### src/rtl/seg_latch_bank.sv
module seg_latch_bank #(
  parameter int DW = 8,
  parameter int AW = 10,
  parameter int NDIG = 6
) (
  input  logic               clk,
  input  logic               rst,
  input  logic               wr_n,
  input  logic [AW-1:0]      addr,
  input  logic [DW-1:0]      wdata,
  output logic [NDIG*DW-1:0] seg_out,
  output logic [NDIG-1:0]    wr_en
);
  localparam int SW = 3;

  logic           bus_open;
  logic           page_hit;
  logic [SW-1:0]  sel;
  logic [DW-1:0]  digit [NDIG];

  assign bus_open = !wr_n && !addr[9];
  assign page_hit = addr[8] && (addr[7:SW] == '0);
  assign sel      = addr[SW-1:0];

  for (genvar k = 0; k < NDIG; k++) begin : g_dig
    assign wr_en[k] = bus_open && page_hit && (sel == SW'(k));

    always_ff @(posedge clk) begin
      if (rst)
        digit[k] <= '0;
      else if (wr_en[k])
        digit[k] <= wdata;
    end

    assign seg_out[k*DW +: DW] = digit[k];

    assert_hold_R8: assert property (@(posedge clk) disable iff (rst)
      !wr_en[k] |=> $stable(seg_out[k*DW +: DW]));
    assert_load_R2: assert property (@(posedge clk) disable iff (rst)
      wr_en[k] |=> seg_out[k*DW +: DW] == $past(wdata));
  end

  assert_onehot_R7: assert property (@(posedge clk) disable iff (rst)
    $onehot0(wr_en));
  assert_strobe_R3: assert property (@(posedge clk) disable iff (rst)
    wr_n |-> wr_en == '0);
  assert_a9_R4: assert property (@(posedge clk) disable iff (rst)
    addr[9] |-> wr_en == '0);
  assert_page_R5: assert property (@(posedge clk) disable iff (rst)
    (!addr[8] || addr[7:3] != '0) |-> wr_en == '0);
  assert_spare_R6: assert property (@(posedge clk) disable iff (rst)
    (addr[2:0] > 3'd5) |-> wr_en == '0);
  assert_clear_R1: assert property (@(posedge clk)
    rst |=> seg_out == '0);
endmodule

### config.mk
export PLATFORM = sky130hd
export DESIGN_NAME = seg_latch_bank
export DESIGN_NICKNAME = d
export VERILOG_FILES = /design/src/rtl/seg_latch_bank.sv
export SDC_FILE = /design/constraint.sdc
export NUM_CORES = 1
export LEC_CHECK = 0
export ABC_AREA = 1
export ABC_CLOCK_PERIOD_IN_PS = 1700
export BUFFER_PORTS_ARGS = -buffer_cell sky130_fd_sc_hd__buf_2
export CAP_MARGIN = 20
export CORE_AREA = 8 8 76 78
export DETAILED_ROUTE_END_ITERATION = 8
export DIE_AREA = 0 0 84 86
export PLACE_DENSITY = 0.73
export SYNTH_ARGS = -nofsm -noshare
export SYNTH_HDL_FRONTEND = slang
export SYNTH_SLANG_ARGS = --single-unit
### constraint.sdc
create_clock -name clk -period 1.7 [get_ports clk]
set_clock_uncertainty 0.2 [all_clocks]
set_input_delay 0.17 -clock clk [delete_from_list [all_inputs] [get_ports clk]]
set_output_delay 0.17 -clock clk [all_outputs]
set_load 0.01 [all_outputs]
# Yosys cells after proc, flatten, opt, wreduce, memory -nomap -nowiden
# Memory sizes are Yosys's and may differ from the RTL's.
# Index checks and enable logic that the tools add are counted.
[op_classes]
reduce_logical = 13
mux = 26
n_eq_ne = 5
bitwise = 6
[ops]
columns = ["cell", "count"]
rows = [
  ["2-to-1 mux 8 bit", 6],
  ["2-to-1 mux 1 bit", 20],
  ["logical AND 1 bit", 9],
  ["== test 3 x 2 -> 1 bit, second input constant", 2],
  ["== test 3 bit, second input constant", 2],
  ["OR 1 bit", 6],
  ["zero test 5 bit", 1],
  ["== test 3 x 1 -> 1 bit, second input constant", 1],
  ["zero test 3 bit", 1],
  ["zero test 1 bit", 2],
]
[word_totals]
memories = 1
in_bits = 21
out_inout_bits = 54
mem_bits_rw = 48
ff_bits = 0
[mem_list]
columns = ["name", "depth", "width", "rd", "rd_ports_with_merged_regs", "wr", "line", "text"]
rows = [
  ["digit", 6, 8, 6, 0, 6, "19", "logic [DW-1:0] digit [NDIG];"],
]

# Logic depth before layout (Yosys ltp)
[logic_depth]
word_depth = 8
mapped_depth = 6
mapped_depth_nobuf = 6

# Least setup slack after synthesis
# OpenSTA, ideal clock, no wires.
[synth_path]
kind = "input-to-reg"
from = "input addr[6]"
to = "memory digit[1][0], enable pin"
setup_ps = 384
path_buffers = 0
required_time_ps = 1116
t_arrival_ps = 1288
path_stages = 3
slack_ps = -172
cell_sequence = "nor2_1 -> nand4_1 -> o21ai_0"
[synth_rtl]
columns = ["element", "line", "text"]
rows = [
  ["start, declared", "9", "input logic [AW-1:0] addr,"],
  ["end, declared", "19", ""],
]

# Worst setup path after layout
[layout_path]
from = "input addr[6]"
to = "output wr_en[2]"
[layout_between]
elab_chain_len = 4
[layout_lines]
columns = ["element", "line", "text"]
rows = [
  ["zero test 5 bit", "22", "assign page_hit = addr[8] && (addr[7:SW] == '0);"],
  ["logical AND 1 bit", "22", ""],
  ["logical AND 1 bit (2 in a row)", "26", "assign wr_en[k] = bus_open && page_hit && (sel == SW'(k));"],
  ["end, declared", "12", "output logic [NDIG-1:0] wr_en"],
]
# Every way passes these cells.

==> results by group <==
Run status
  – Status: finished, final reports clean

Die
  – # rows: 25
  – Area of the die: a little over 7000 µm²
  – Die height: between 80 and 90 µm
  – Total core area: 4600 µm²
  – Num ports: 75
  – Die Wd: around 84 µm
  – Initial Utilization: 0.417

Global route
  – Initial antenna violation count: 0
  – Largest net degree at the start of global routing: 14
  – Met1 usage: 0.143
  – Tot GR Track Use: 0.129
  – Gr busiest metal: met2
  – First-pass GRT wire length: about 7200 µm
  – GRT met2 Usage: 0.223
  – Vias in the first global route: approximately 1.4k
  – GRT met3 Usage: 0.0474
  – GRT overflow: 0

STA
  – Slew Viols, Final: 0
  – Final worst slack: 0.273 ns
  – Relative slew slack: 0.718
  – Tmin final: roughly 1.4 ns
  – RSZ-0062 raised after global routing: no
  – Period Utilization, post-route: 0.839
  – Fmax: 701 MHz
  – Final Hold Vio Count: 0
  – Worst-Margin Slew: 0.422 ns
  – Final setup vio count: 0
  – Setup TNS: 0 ns

Detailed routing
  – Initial DRC count: 71
  – Routed WL per cell: around 16 µm
  – DR vias: around 1.4k
  – # DRC: 0
  – Pre-Repair DR Iteration Count: 4
  – Drt total wl: around 4700 µm
  – Vias per std cell: about 4.7
  – Final ANT Viol Nets: 0

Cells and area
  – Final nets: between 200 and 300
  – Post-route insts no fill: approximately 290
  – Max reg flops: 48
  – Area growth syn-to-layout: 30.1%
  – ANT cells: 0
  – Share of cells above drive strength 1: 0.439
  – Most common cell after layout, fill and taps aside: buf_2
  – Util after Layout: 0.543
  – Leading cell types in the layout, fill and taps excluded: buf_2 (74), nor2_1 (56), edfxtp_1 (48)
  – Fillers: a little under 400
  – Top flop regs: digit (48)
  – Largest Register: digit

Synth
  – Post-synth cell types: 15
  – Synth Warn #: 0
  – Post-Syn Instances: between 100 and 150
  – Synth top area share: 0.751
  – Post-synthesis sequential area ratio: 0.751
  – Yosys top cell by area: edfxtp_1
  – Syn nets: roughly 170
  – #FFs+latches synth: between 40 and 50
  – Avg Synthesized Cell Area: roughly 13 µm²
  – Post-synthesis cell area: 1920 µm²
  – Synth area leaders: edfxtp_1 (75%), nor2_1 (11%), inv_1 (3.5%)

Critical path
  – Crit-path cells: buf_2 > nor2_1 > nand4_1 > buf_4 > nor2_1 > buf_2
  – Worst Setup Path Type: input port to output port
  – Req. time, crit path: about 1.3 ns
  – Max incr delay on CP: ~0.21 ns
  – Startpoint Class: input port
  – WP data arrival: around 1.1 ns
  – Crit. End Element: output port
  – Slowest cell on crit path: nand4_1
  – Crit-path max FO: 4

CTS
  – Cts bufs inserted: 5
  – CTS max path bufs: 2
  – Root Buffer: clkbuf_8
  – Total clock sinks: 48
  – Number of H-tree levels: 2
  – CTS Hold Buffers Added: 0
  – CTS clk-pin slew, worst paths: ~0.080 ns
  – CTS tree: built

Worst hold path
  – Hold path depth: 3
  – Worst Hold Endpoint: digit[0][5]$_SDFFCE_PN0P_
  – Min-delay worst type: input port to flip-flop
  – Hold path startpoint: wdata[5]

Place
  – HPWL after DPL: 3550 µm
  – Pre-CTS setup slack: -0.0350 ns
  – DP Cell Count: 282
  – Input/output buffers: 74
  – Routability cong.: just under 0.8

Flow run
  – Max_cap viols: 0

Power and ir drop
  – Lkg Pwr: 1.10 nW
  – Pwr per Cell Area: 880 nW/µm²
  – Worst vdd ir: 388 µV
-- timing repair --
action                                  CTS  global route
endpoints found under the hold margin     0             0
setup buffers                             0             2
endpoints found under the setup margin    0             1
resized for setup                         0             0
-- report_power, final --
group          internal [mW]  leakage [nW]  switching, mW
registers               1.36         0.456         0.0170
clock network          0.280        0.0410          0.339
logic                 0.0730         0.600          0.134
total                   1.71          1.10          0.490
-- stage by stage --
step / hold slack [ns] / total power, mW / area (µm²)
floorplan: 0.236 / 1.49 / 1920
global placement: 0.382 / 1.61 / 2400
detailed placement: 0.385 / 1.61 / 2400
CTS: 0.0920 / 2.21 / 2480
global route: 0.109 / 2.28 / 2500
finish: 0.105 / 2.20 / 2500
-- Yosys cell counts (all sizes together) --
master and instances:
nand3 6, nor3 6, o21ai 5, edfxtp 48, nor2 58, nand2 4, inv 19, buf 1
nand4 1
-- worst max path at each step --
stage	start	to	slack, ns	depth (start not counted)
after floorplan	addr[6]	digit[1][0]$_SDFFCE_PN0P_	-0.17	3
after global routing	wr_n	wr_en[4]	0.14	6
after global placement	addr[6]	digit[3][0]$_SDFFCE_PN0P_	0.02	5
final	addr[6]	wr_en[2]	0.27	6
after detailed placement	wr_n	digit[4][0]$_SDFFCE_PN0P_	-0.03	5
after CTS	wr_n	wr_en[3]	0.10	6
-- cells by family after synthesis --
logic type / Yosys count / share of synthesized area
simple gates: 75 / 0.196
flops: 48 / 0.751
buf+inv: 20 / 0.0398
compound gates: 5 / 0.0130
-- metal layers --
metal	routed length, µm	part of all wire
met5	0	0
met4	40	0.0085
met3	391	0.083
met2	2480	0.52
met1	1810	0.38
-- worst max-delay path, delay by kind of cell --
kind                   cells  cell delay [ns]
and+or+nand+nor            3             0.45
buffers and inverters      3             0.44
-- area by class of cell --
type	instances	area (µm²)	area share
flip-flops and latches	48	1440	0.577
repair buffers	83	438	0.175
multi-input cells	80	400	0.160
clock buffers	6	72.6	0.0291
inverters	19	71.3	0.0286
well taps	54	67.6	0.0271
clock inverters	1	5.00	0.00201
Note: power is estimated with default switching activity, not from simulation.
